--- config.mk ---
export PLATFORM = sky130hd
export DESIGN_NAME = exarith_unit
export DESIGN_NICKNAME = d
export VERILOG_FILES = /design/src/rtl/exarith_pkg.sv /design/src/rtl/exarith_divcore.sv /design/src/rtl/exarith_mul.sv /design/src/rtl/exarith_post.sv /design/src/rtl/exarith_unit.sv
export SDC_FILE = /design/constraint.sdc
export NUM_CORES = 1
export LEC_CHECK = 0
export CAP_MARGIN = 20
export CORE_MARGIN = 1.5
export CORE_UTILIZATION = 30
export CTS_CLUSTER_DIAMETER = 200
export DETAILED_ROUTE_END_ITERATION = 12
export GPL_TIMING_DRIVEN = 0
export HOLD_SLACK_MARGIN = 0.02
export PLACE_DENSITY = 0.5
export SYNTH_ARGS = -nofsm -noshare
export SYNTH_HDL_FRONTEND = slang
export SYNTH_SLANG_ARGS = --single-unit
--- constraint.sdc ---
create_clock -name clk -period 8 [get_ports clk]
set_clock_uncertainty 0.05 [all_clocks]
set_input_delay 0.8 -clock clk [delete_from_list [all_inputs] [get_ports clk]]
set_output_delay 0.8 -clock clk [all_outputs]
set_load 0.02 [all_outputs]
--- src/rtl/exarith_pkg.sv ---
package exarith_pkg;
  typedef enum logic [1:0] {
    OP_SDIV16 = 2'd0,
    OP_UDIV32 = 2'd1,
    OP_SDIV32 = 2'd2,
    OP_SMUL16 = 2'd3
  } xop_e;

  typedef struct packed {
    logic n;
    logic z;
    logic v;
    logic c;
  } xflags_t;
endpackage

--- src/rtl/exarith_divcore.sv ---
module exarith_divcore #(
  parameter int W  = 16,
  parameter int QW = 2 * W
) (
  input  logic          clk,
  input  logic          rst_n,
  input  logic          load,
  input  logic [QW-1:0] dividend,
  input  logic [W-1:0]  divisor,
  output logic          last_step,
  output logic [QW-1:0] quo,
  output logic [W-1:0]  rem
);
  localparam int CW = $clog2(QW);

  logic [QW-1:0] q_r;
  logic [W-1:0]  r_r;
  logic [W-1:0]  dv_r;
  logic [CW-1:0] cnt_r;
  logic          run_r;
  logic [W:0]    trial;

  assign trial     = {r_r, q_r[QW-1]} - {1'b0, dv_r};
  assign last_step = run_r && (cnt_r == CW'(QW - 1));
  assign quo       = q_r;
  assign rem       = r_r;

  always_ff @(posedge clk or negedge rst_n) begin
    if (!rst_n) begin
      q_r   <= '0;
      r_r   <= '0;
      dv_r  <= '0;
      cnt_r <= '0;
      run_r <= 1'b0;
    end else if (load) begin
      q_r   <= dividend;
      r_r   <= '0;
      dv_r  <= divisor;
      cnt_r <= '0;
      run_r <= 1'b1;
    end else if (run_r) begin
      if (!trial[W]) begin
        r_r <= trial[W-1:0];
        q_r <= {q_r[QW-2:0], 1'b1};
      end else begin
        r_r <= {r_r[W-2:0], q_r[QW-1]};
        q_r <= {q_r[QW-2:0], 1'b0};
      end
      cnt_r <= cnt_r + 1'b1;
      if (last_step) run_r <= 1'b0;
    end
  end

  // the partial remainder never reaches the divisor while iterating
  p_rem_bound_r5: assert property (@(posedge clk) disable iff (!rst_n)
    run_r |-> (r_r < dv_r));
endmodule

--- src/rtl/exarith_mul.sv ---
module exarith_mul #(
  parameter int W  = 16,
  parameter int QW = 2 * W
) (
  input  logic [W-1:0]  a,
  input  logic [W-1:0]  b,
  output logic [QW-1:0] prod
);
  logic signed [QW-1:0] p_s;
  assign p_s  = $signed(a) * $signed(b);
  assign prod = p_s;
endmodule

--- src/rtl/exarith_post.sv ---
module exarith_post
  import exarith_pkg::*;
#(
  parameter int W  = 16,
  parameter int QW = 2 * W
) (
  input  xop_e          op,
  input  logic          dz,
  input  logic          qneg,
  input  logic          rneg,
  input  logic [QW-1:0] quo,
  input  logic [W-1:0]  rem,
  input  logic [QW-1:0] prod,
  input  logic [W-1:0]  d,
  input  logic [W-1:0]  x,
  input  logic [W-1:0]  y,
  output logic [W-1:0]  d_o,
  output logic [W-1:0]  x_o,
  output logic [W-1:0]  y_o,
  output xflags_t       fl_o
);
  localparam logic [QW-1:0] LIM_POS = {{(QW-W+1){1'b0}}, {(W-1){1'b1}}};
  localparam logic [QW-1:0] LIM_NEG = LIM_POS + 1'b1;

  logic [QW-1:0] qs;
  logic [W-1:0]  rs;
  logic          ovf;

  assign qs = qneg ? (~quo + 1'b1) : quo;
  assign rs = rneg ? (~rem + 1'b1) : rem;

  always_comb begin
    if (op == OP_UDIV32) ovf = |quo[QW-1:W];
    else if (qneg)       ovf = quo > LIM_NEG;
    else                 ovf = quo > LIM_POS;
  end

  always_comb begin
    d_o  = d;
    x_o  = x;
    y_o  = y;
    fl_o = '0;
    if (op == OP_SMUL16) begin
      y_o    = prod[QW-1:W];
      d_o    = prod[W-1:0];
      fl_o.n = prod[QW-1];
      fl_o.z = (prod == '0);
      fl_o.c = prod[W-1];
    end else if (dz) begin
      fl_o.c = 1'b1;
    end else begin
      d_o = rs;
      if (op == OP_SDIV16) x_o = qs[W-1:0];
      else                 y_o = qs[W-1:0];
      fl_o.n = qs[W-1];
      fl_o.z = (quo == '0);
      fl_o.v = ovf;
    end
  end
endmodule

--- src/rtl/exarith_unit.sv ---
module exarith_unit
  import exarith_pkg::*;
#(
  parameter int W = 16
) (
  input  logic         clk,
  input  logic         rst_n,
  input  logic         start,
  input  logic [1:0]   op,
  input  logic [W-1:0] d_in,
  input  logic [W-1:0] x_in,
  input  logic [W-1:0] y_in,
  output logic         busy,
  output logic         done,
  output logic [W-1:0] d_out,
  output logic [W-1:0] x_out,
  output logic [W-1:0] y_out,
  output logic         flag_n,
  output logic         flag_z,
  output logic         flag_v,
  output logic         flag_c
);
  localparam int QW = 2 * W;

  typedef enum logic [1:0] {S_IDLE, S_RUN, S_FIN} st_e;

  st_e           state;
  xop_e          op_in, op_q;
  logic [W-1:0]  d_q, x_q, y_q;
  logic          dz_q, qneg_q, rneg_q;
  logic          acc, sgn, is_div, xz, dvd_neg, dsr_neg, core_load, core_last;
  logic [QW-1:0] dvd, dvd_mag, quo, prod;
  logic [W-1:0]  dsr_mag, rem, d_n, x_n, y_n;
  xflags_t       fl_n;

  assign op_in     = xop_e'(op);
  assign busy      = (state != S_IDLE);
  assign acc       = start && !busy;
  assign sgn       = (op_in != OP_UDIV32);
  assign is_div    = (op_in != OP_SMUL16);
  assign xz        = (x_in == '0);
  assign dvd       = (op_in == OP_SDIV16) ? {{W{d_in[W-1]}}, d_in} : {y_in, d_in};
  assign dvd_neg   = sgn && dvd[QW-1];
  assign dvd_mag   = dvd_neg ? (~dvd + 1'b1) : dvd;
  assign dsr_neg   = sgn && x_in[W-1];
  assign dsr_mag   = dsr_neg ? (~x_in + 1'b1) : x_in;
  assign core_load = acc && is_div && !xz;

  exarith_divcore #(.W(W), .QW(QW)) u_div (
    .clk(clk), .rst_n(rst_n), .load(core_load), .dividend(dvd_mag),
    .divisor(dsr_mag), .last_step(core_last), .quo(quo), .rem(rem)
  );

  exarith_mul #(.W(W), .QW(QW)) u_mul (.a(d_q), .b(y_q), .prod(prod));

  exarith_post #(.W(W), .QW(QW)) u_post (
    .op(op_q), .dz(dz_q), .qneg(qneg_q), .rneg(rneg_q), .quo(quo), .rem(rem),
    .prod(prod), .d(d_q), .x(x_q), .y(y_q),
    .d_o(d_n), .x_o(x_n), .y_o(y_n), .fl_o(fl_n)
  );

  always_ff @(posedge clk or negedge rst_n) begin
    if (!rst_n) begin
      state  <= S_IDLE;
      op_q   <= OP_SDIV16;
      d_q    <= '0;
      x_q    <= '0;
      y_q    <= '0;
      dz_q   <= 1'b0;
      qneg_q <= 1'b0;
      rneg_q <= 1'b0;
      done   <= 1'b0;
      d_out  <= '0;
      x_out  <= '0;
      y_out  <= '0;
      flag_n <= 1'b0;
      flag_z <= 1'b0;
      flag_v <= 1'b0;
      flag_c <= 1'b0;
    end else begin
      done <= (state == S_FIN);
      case (state)
        S_IDLE: if (acc) begin
          op_q   <= op_in;
          d_q    <= d_in;
          x_q    <= x_in;
          y_q    <= y_in;
          dz_q   <= is_div && xz;
          qneg_q <= dvd_neg ^ dsr_neg;
          rneg_q <= dvd_neg;
          state  <= (is_div && !xz) ? S_RUN : S_FIN;
        end
        S_RUN: if (core_last) state <= S_FIN;
        S_FIN: begin
          state  <= S_IDLE;
          d_out  <= d_n;
          x_out  <= x_n;
          y_out  <= y_n;
          flag_n <= fl_n.n;
          flag_z <= fl_n.z;
          flag_v <= fl_n.v;
          flag_c <= fl_n.c;
        end
        default: state <= S_IDLE;
      endcase
    end
  end

  p_done_pulse_r10: assert property (@(posedge clk) disable iff (!rst_n)
    done |=> !done);

  p_busy_on_accept_r8: assert property (@(posedge clk) disable iff (!rst_n)
    (start && !busy) |=> busy);

  p_start_ignored_r9: assert property (@(posedge clk) disable iff (!rst_n)
    (start && busy) |=> ($stable(op_q) && $stable(d_q) && $stable(x_q) && $stable(y_q)));

  p_out_hold_r10: assert property (@(posedge clk) disable iff (!rst_n)
    ((d_out != $past(d_out)) || (x_out != $past(x_out)) || (y_out != $past(y_out))) |-> done);

  p_zero_div_carry_r4: assert property (@(posedge clk) disable iff (!rst_n)
    (done && dz_q) |-> (flag_c && !flag_v && d_out == d_q && x_out == x_q && y_out == y_q));

  p_mul_no_ovf_r7: assert property (@(posedge clk) disable iff (!rst_n)
    (done && op_q == OP_SMUL16) |-> (!flag_v && x_out == x_q));
endmodule

Word-level counts from Yosys, hierarchy flattened
Index checks and enable logic that the tools add are counted.

Bits in registers: 178. Word-level logic and storage cells: 100. Output and inout port bits: 54. Bits of input ports: 53.

Add/subtract/negate cells: 6. Multiply operators: 1. Bitwise gates (word level): 5. Equality and inequality tests: 9. Reductions and logical operators: 21. Mux-type cells: 35. $lt $le $gt $ge: 2.

Operator list (count): 2-to-1 mux 16 bit (14); 2-to-1 mux 32 bit (4); zero test 32 bit (2); adder 16 x 1 -> 16 bit, second input constant (3); inverter 16 bit (3); adder 32 x 1 -> 32 bit, second input constant (1); > comparator 32 x 15 -> 1 bit, second input constant (1); > comparator 32 x 16 -> 1 bit, second input constant (1); multiplier 16 x 16 -> 32 bit (1); inverter 32 bit (1); subtractor 17 x 16 -> 17 bit (1); zero test 16 bit (1); OR reduction 16 bit (1); 2-to-1 mux 5 bit (2); 2-to-1 mux 1 bit (9); logical AND 1 bit (8); 2-to-1 mux 2 bit (4); zero test 2 bit (3); != test 2 bit, second input constant (3); adder 5 x 1 -> 5 bit, second input constant (1); equality test 5 bit, second input constant (1); equality test 2 x 1 -> 1 bit, second input constant (2); equality test 2 bit, second input constant (2); case mux 2 bit (2 select lines) (1); 6 further kinds (9).

Logic depth before layout (Yosys ltp)
Gate-level depths: netlist of the first run.

Word-level depth: 6. Gate-level depth with buffers: 26. Mapped depth without buffers: 24.

Cells and area by module
From an unflattened synthesis of the first run, not the netlist that was laid out.

Cell total of the unflattened synthesis: 2379. Area, all modules: 21094.0 µm².

By module, submodules not included: exarith_mul (area an instance 10044.6 µm², seq. area each 0.0 µm², cells each 1130, instances 1); exarith_unit (area an instance 5352.6 µm², seq. area each 2702.6 µm², cells each 549, instances 1); exarith_divcore (area an instance 4062.6 µm², seq. area each 1751.7 µm², cells each 423, instances 1); exarith_post (area an instance 1634.1 µm², seq. area each 0.0 µm², cells each 277, instances 1).

Worst setup path after synthesis of the first run
No wires, ideal clock.

Path type: register -> register. Start point: register d_q[15]. End point: register y_out[15]. Buffers on the path: 2. Data required time: 7.868 ns. Stages on the path, launching flop included: 24. Period minus slack after synthesis: 6.526 ns. Arrival: 6.394 ns. Setup slack: 1.474 ns. Setup time: 0.082 ns. Path through: dfrtp_1 -> clkbuf_1 -> clkbuf_1 -> nand2_1 -> inv_1 -> fa_1 -> inv_1 -> fa_1 -> inv_1 -> fa_1 -> inv_1 -> fa_1 -> fa_1 -> fa_1 -> inv_1 -> ha_1 -> a21o_1 -> a221o_1 -> or3_1 -> a21oi_1 -> nor3_1 -> nor3_1 -> nand2_1 -> a31oi_1.

Word-level cells in the longest chain between the ends: 2.

Ends and longest elaborated chain: start: declaration (RTL line exarith_unit.sv:29) `logic [W-1:0] d_q, x_q, y_q;`; start signal: assignment (RTL line exarith_unit.sv:85) `d_q <= d_in;`; multiplier 16 x 16 -> 32 bit (RTL line exarith_mul.sv:10) `assign p_s = $signed(a) * $signed(b);`; 2-to-1 mux 16 bit (RTL line exarith_post.sv:43) `if (op == OP_SMUL16) begin`; end signal: assignment (RTL line exarith_unit.sv:98) `y_out <= y_n;`; end: declaration (RTL line exarith_unit.sv:17) `output logic [W-1:0] y_out,`.

No other way between the ends. A chain may end at the register's enable or synchronous reset.

Worst setup path after layout of the first run
Start point: register d_q[1]. End point: register y_out[14].

The elaborated chain is that of the path after synthesis.

==> results.py, run 1 <==
metrics = {
    "outcome": {
        "outcome": "completed",
    },
    "synthesis": {
        "netlist_area_sq_um": 20100,
        "synth_warnings": 0,
        "synthDistinctLibCells": 73,
        "mappedNetlistNets": 2634,
        "synth_edf_count": 0,
        "synthArstFlopShare_pct": 100,
        "ys_ff_latch": 178,
        "syn_avg_cell_area_sq_um": 9.10,
        "postSynthCellCount": 2214,
        "yosysSeqAreaShare_pct": 22.1,
        "ys.flop_type": "dfrtp_1",
    },
    "cts": {
        "holdBufCountCts": 0,
        "cts_buffers": 17,
        "cts_max_path_buffers": 2,
        "clk-insertion-delay-late_ns": 0.46,
        "cts_tree": "built",
        "cts_root_buffer": "clkbuf_16",
        "clkTransAtPathRegs_ns": 0.08,
        "cts_max_level": 4,
        "cts_sinks": 178,
    },
    "global_route": {
        "overflow": 0,
        "antenna_found_initial": 2,
        "grt_pass1_vias": 17100,
        "grt_first_pass_wirelength_microns": 102000,
        "track_usage_pct": 19.9,
        "grt_max_degree": 119,
    },
    "floorplan": {
        "die_w_microns": 262,
        "rows": 94,
        "start_util_pct": 30.5,
        "die_area_sq_um": 68700,
        "pin_count": 107,
        "dieHeight_microns": 262,
        "coreArea_sq_um": 66100,
    },
    "place": {
        "place.gp.congestion": 0.903,
        "hpwl_microns": 53800,
        "port_buffers": 104,
    },
    "critical_path": {
        "max_stage_delay_ns": 0.83,
        "critPathSlowestCell": "dfrtp_1",
        "end_kind": "flop",
        "worstPathRequired_ns": 8.27,
        "r2r_setup_slack_ns": 0.21,
        "start_kind": "flop",
        "cpMostUsedCell": "fa_1",
        "reg2reg_depth": 20,
        "crit_type": "flop to flop",
        "crit_arrival_ns": 8.06,
        "crit_end": "y_out[14]",
        "timing.rr.end": "y_out[14]",
        "r2r_start": "d_q[1]",
        "cp_max_fo": 10,
        "setup.worst_path.start": "d_q[1]",
        "path_cells": "clkbuf_1, nand2_1, fa_1, fa_1, fa_1, fa_1, fa_1, fa_1, inv_1, ha_1, and4_1, nand2_1, nor3_1, nor3b_1, o211ai_1, nand3_1, and3_1, a311o_1, a21oi_1, o21ai_0",
    },
    "routing": {
        "ant_nets": 0,
        "viasPerCell": 5.14,
        "avgRoutedWirePerCell_microns": 20.7,
        "firstDrtPassIters": 6,
        "drc_errors": 0,
        "vias": 16400,
        "wirelength_microns": 66300,
        "drt_iter0_drc": 1271,
    },
    "layout": {
        "layout_common_cells": "nand2_1 (357), inv_1 (266), fa_1 (263)",
        "fin_nets": 2737,
        "syn_to_final_growth_pct": 13.5,
        "drive_above_1_share_pct": 5.88,
        "layout_commonest_cell": "nand2_1",
    },
    "timing": {
        "setup_viol": 0,
        "period_needed_ns": 7.79,
        "slew_viol_final": 0,
        "finalHoldViolCount": 0,
        "hold_slack_ns": 0.232,
        "rsz0062_at_grt": "false",
        "timing.final.crit_share_pct": 97.4,
        "tightest_slew_ns": 0.947,
        "fmax_mhz": 128,
        "slew_headroom_pct": 36.4,
    },
    "flow_run": {
        "maxCapViolCount": 0,
    },
    "min_path": {
        "hp-class": "input port to async pin",
    },
}
[through the flow]
step	cells	util [%]	cell area [sq um]	TNS [ns]	worst slack [ns]
final	3197	34.6	22900	0	0.210
after global placement	3182	33.7	22300	-267.68	-1.53
after floorplan	2214	-	20100	0	1.47
after CTS	3213	34.6	22900	0	0.0224
after global routing	3194	34.6	22900	0	0.000763
after detailed placement	3183	33.7	22300	-0.339	-0.112
[cells in the mapped netlist (4+ instances only)]
library cell	n	share of area [%]
or2_2	7	0.22
dfrtp_1	178	22
a21oi_1	85	2.1
o211ai_1	18	0.67
clkbuf_1	113	2.1
fa_1	263	26
or4_1	5	0.19
o21ai_1	5	0.12
o31ai_1	18	0.67
and2_1	73	2.3
nor2_1	86	1.6
xor2_1	46	2.0
nand4_1	5	0.16
nand2_1	357	6.7
and3_1	12	0.37
mux2i_1	51	2.5
o41ai_1	8	0.35
xnor2_1	67	2.9
a21o_1	12	0.45
a211o_1	4	0.17
a211oi_1	17	0.63
mux2_2	51	2.9
o22ai_1	14	0.43
o21a_1	8	0.30
a31oi_1	11	0.34
ha_1	104	6.5
nor2b_1	4	0.12
o21ai_0	157	3.9
nor3_1	23	0.57
nand3_1	24	0.60
nand2b_1	26	0.81
nor4_1	20	0.62
buf_1	5	0.093
or3_1	11	0.34
inv_1	266	5.0
[layer usage]
layer,global-route usage (%),routed length (microns)
met5,0,0
met4,6.52,1980
met3,3.66,4590
met2,31.3,30300
met1,27.7,29500
[cells by family (layout without fill, tap and decap cells)]
group	Yosys count	in the layout	share of synthesized area [%]
AO/OA/AOI/OAI	393	393	12.0
XOR/XNOR	114	114	5.00
adder cells (fa/ha/maj)	367	367	32.6
buffers and inverters	387	503	7.26
flip-flops	178	178	22.1
multiplexers	102	102	5.39
other	0	3	0
AND/OR/NAND/NOR	673	673	15.6
[state kept, by name (all words and copies together) (netlist names), 5 cells and up]
| name | cells |
|---|---|
| d_out | 16 |
| d_q | 16 |
| u_div.cnt_r | 5 |
| u_div.dv_r | 16 |
| u_div.quo | 32 |
| u_div.rem | 16 |
| x_out | 16 |
| x_q | 16 |
| y_out | 16 |
| y_q | 16 |
[area by class of cell]
class / count / area (sq um)
antenna: 3 / 7.51
buffer: 99 / 389
clock buffer: 18 / 439
clock inverter: 14 / 160
fill: 6895 / 43200
inverter: 266 / 998
multi-input combinational: 1649 / 14200
sequential: 178 / 4470
tap: 864 / 1080
timing repair buffer: 106 / 1090
[worst min path at each step]
stage / end / slack [ns] / cells past startpoint
6_report: y_q[4] / 0.23 / 1
5_1_grt: y_q[9] / 0.25 / 1
4_1_cts: y_q[3] / 0.23 / 1
3_5_place_dp: d_out[14] / 0.42 / 2
3_3_place_gp: d_out[12] / 0.42 / 2
2_1_floorplan: u_div.dv_r[0] / 0.40 / 2
[critical path, delay by kind of cell (launching register included)]
| family | cells | cell delay [ns] |
|---|---|---|
| adders and majority gates | 7 | 3.36 |
| buffers and inverters | 2 | 0.69 |
| DFF | 1 | 0.83 |
| and+or+nand+nor | 7 | 1.37 |
| AOI/OAI and AO/OA | 4 | 1.33 |
[repair_timing]
item | CTS | global route
cloned | 0 | 0
setup endpoints to repair | 5 | 7
buffers inserted | 0 | 0
gates resized for setup | 1 | 26
Power of run 1 is left out: the tool's default activity adds up to more than one toggle a clock period on the data nets, which glitch-free logic cannot reach.
==> inputs of run 2 (changes only) <==
CAP_MARGIN = 10   (was 20)
CORE_MARGIN = 4   (was 1.5)
==> results.py, run 2 (synthesis results as in run 1) <==
metrics = {
    "routing": {
        "drt_iter0_drc": 1312,
        "drc_errors": 0,
        "firstDrtPassIters": 7,
        "ant_nets": 0,
        "vias": 16400,
        "avgRoutedWirePerCell_microns": 20.8,
        "viasPerCell": 5.13,
        "wirelength_microns": 66500,
    },
    "floorplan": {
        "pin_count": 107,
        "rows": 94,
        "dieHeight_microns": 267,
        "coreArea_sq_um": 66100,
        "die_area_sq_um": 71300,
        "start_util_pct": 30.5,
        "die_w_microns": 267,
    },
    "critical_path": {
        "cpMostUsedCell": "fa_1",
        "max_stage_delay_ns": 0.85,
        "end_kind": "flop",
        "worstPathRequired_ns": 8.34,
        "path_cells": "clkbuf_1, nand2_1, fa_1, fa_1, fa_1, fa_1, fa_1, fa_1, inv_1, ha_1, o21ai_1, and2_1, or4_4, a21boi_2, o21ai_1, nor4_1, nand4_1, nor4_1, nand4bb_1, nand2_1",
        "r2r_start": "d_q[9]",
        "crit_type": "flop to flop",
        "start_kind": "flop",
        "cp_max_fo": 10,
        "setup.worst_path.start": "d_q[9]",
        "crit_arrival_ns": 7.99,
        "critPathSlowestCell": "dfrtp_1",
    },
    "layout": {
        "largest_register_ffs": 32,
        "drive_above_1_share_pct": 5.58,
        "multi_input_area_sq_um": 14200,
        "fin_nets": 2735,
        "diodes": 0,
        "layout_common_cells": "nand2_1 (357), inv_1 (266), fa_1 (263)",
        "layout_commonest_cell": "nand2_1",
        "nFillCells": 6851,
        "seq_area_sq_um": 4470,
        "syn_to_final_growth_pct": 13.3,
    },
    "outcome": {
        "outcome": "completed",
    },
    "cts": {
        "cts_max_level": 4,
        "cts_tree": "built",
        "cts_sinks": 178,
        "clkTransAtPathRegs_ns": 0.08,
        "cts_buffers": 17,
        "cts_root_buffer": "clkbuf_16",
        "post_cts_buffers": 0,
        "clk-insertion-delay-late_ns": 0.45,
        "cts_max_path_buffers": 2,
        "holdBufCountCts": 0,
    },
    "timing": {
        "slew_viol_final": 0,
        "timing.final.crit_share_pct": 95.6,
        "finalHoldViolCount": 0,
        "rsz0062_at_grt": "false",
        "tightest_slew_ns": 0.917,
        "slew_headroom_pct": 38.4,
        "setup_viol": 0,
        "fmax_mhz": 131,
        "setup_tns_ns": 0,
        "period_needed_ns": 7.65,
    },
    "global_route": {
        "antenna_found_initial": 3,
        "grt_first_pass_wirelength_microns": 103000,
        "track_usage_pct": 18.9,
        "grt_pass1_vias": 17000,
        "grt_max_degree": 116,
        "overflow": 0,
    },
    "flow_run": {
        "maxCapViolCount": 0,
    },
    "place": {
        "place.gp.congestion": 0.888,
        "port_buffers": 104,
        "hpwl_microns": 54000,
    },
    "min_path": {
        "hp-class": "input port to async pin",
    },
}
-- run 2: cell types whose count changed in the layout (fill, tap and decap cells not counted), sizes merged --
| cell | change |
|---|---|
| clkbuf | -1 |
| inv | +1 |
| bufinv | -1 |
| diode | -3 |
| buf | -1 |
-- run 2: area by class of cell --
class                   count  share of cell area, %
multi-input cells        1649                   62.3
flip-flops and latches    178                   19.6
well taps                 864                   4.74
repair buffers            105                   4.70
inverters                 266                   4.37
clock buffers              18                   1.92
plain buffers              98                   1.68
clock inverters            14                  0.696
-- run 2: repair_timing --
| action | in CTS | in global routing |
|---|---|---|
| endpoints found under the setup margin | 3 | 6 |
| gates resized for setup | 1 | 19 |
| pin swaps | 0 | 0 |
-- run 2: layer usage --
metal	vias up	part of all wire (%)	track usage, %
li1	7449	-	-
met1	8371	46	27.1
met2	495	46	30.8
met3	62	5.8	2.44
met4	0	2.0	3.73
met5	-	0	0
-- run 2: path summary, 6_finish.rpt --
path / slack (ns) / to / cells past startpoint
max: 0.35 / flag_z / 20
min: 0.21 / y_q[5] / 1
max in group asynchronous: 6.71 / d_out[13] / 2
min reg2reg: 0.43 / x_out[7] / 2
min in group clk: 0.43 / x_out[7] / 2
max reg2reg: 0.35 / flag_z / 20
-- run 2: metrics by stage --
step | util, % | cell area [sq um] | setup slack (ns) | instances | hold WS [ns]
floorplan | - | 20100 | 1.47 | 2214 | 0.404
global placement | 33.7 | 22300 | -1.55 | 3182 | 0.418
detailed placement | 33.7 | 22300 | -0.115 | 3183 | 0.420
CTS | 34.6 | 22900 | 0.0657 | 3215 | 0.225
global route | 34.5 | 22800 | 0.00579 | 3192 | 0.233
finish | 34.5 | 22800 | 0.349 | 3192 | 0.210
-- run 2: worst max-delay path, delay by kind of cell (launching register included) --
kind / cells / cell delay, ns
AO/OA/AOI/OAI: 3 / 0.43
adder cells (fa/ha/maj): 7 / 3.47
buffers and inverters: 2 / 0.61
flip-flops: 1 / 0.85
AND/OR/NAND/NOR: 8 / 2.18
Power of run 2 is left out for the same reason.
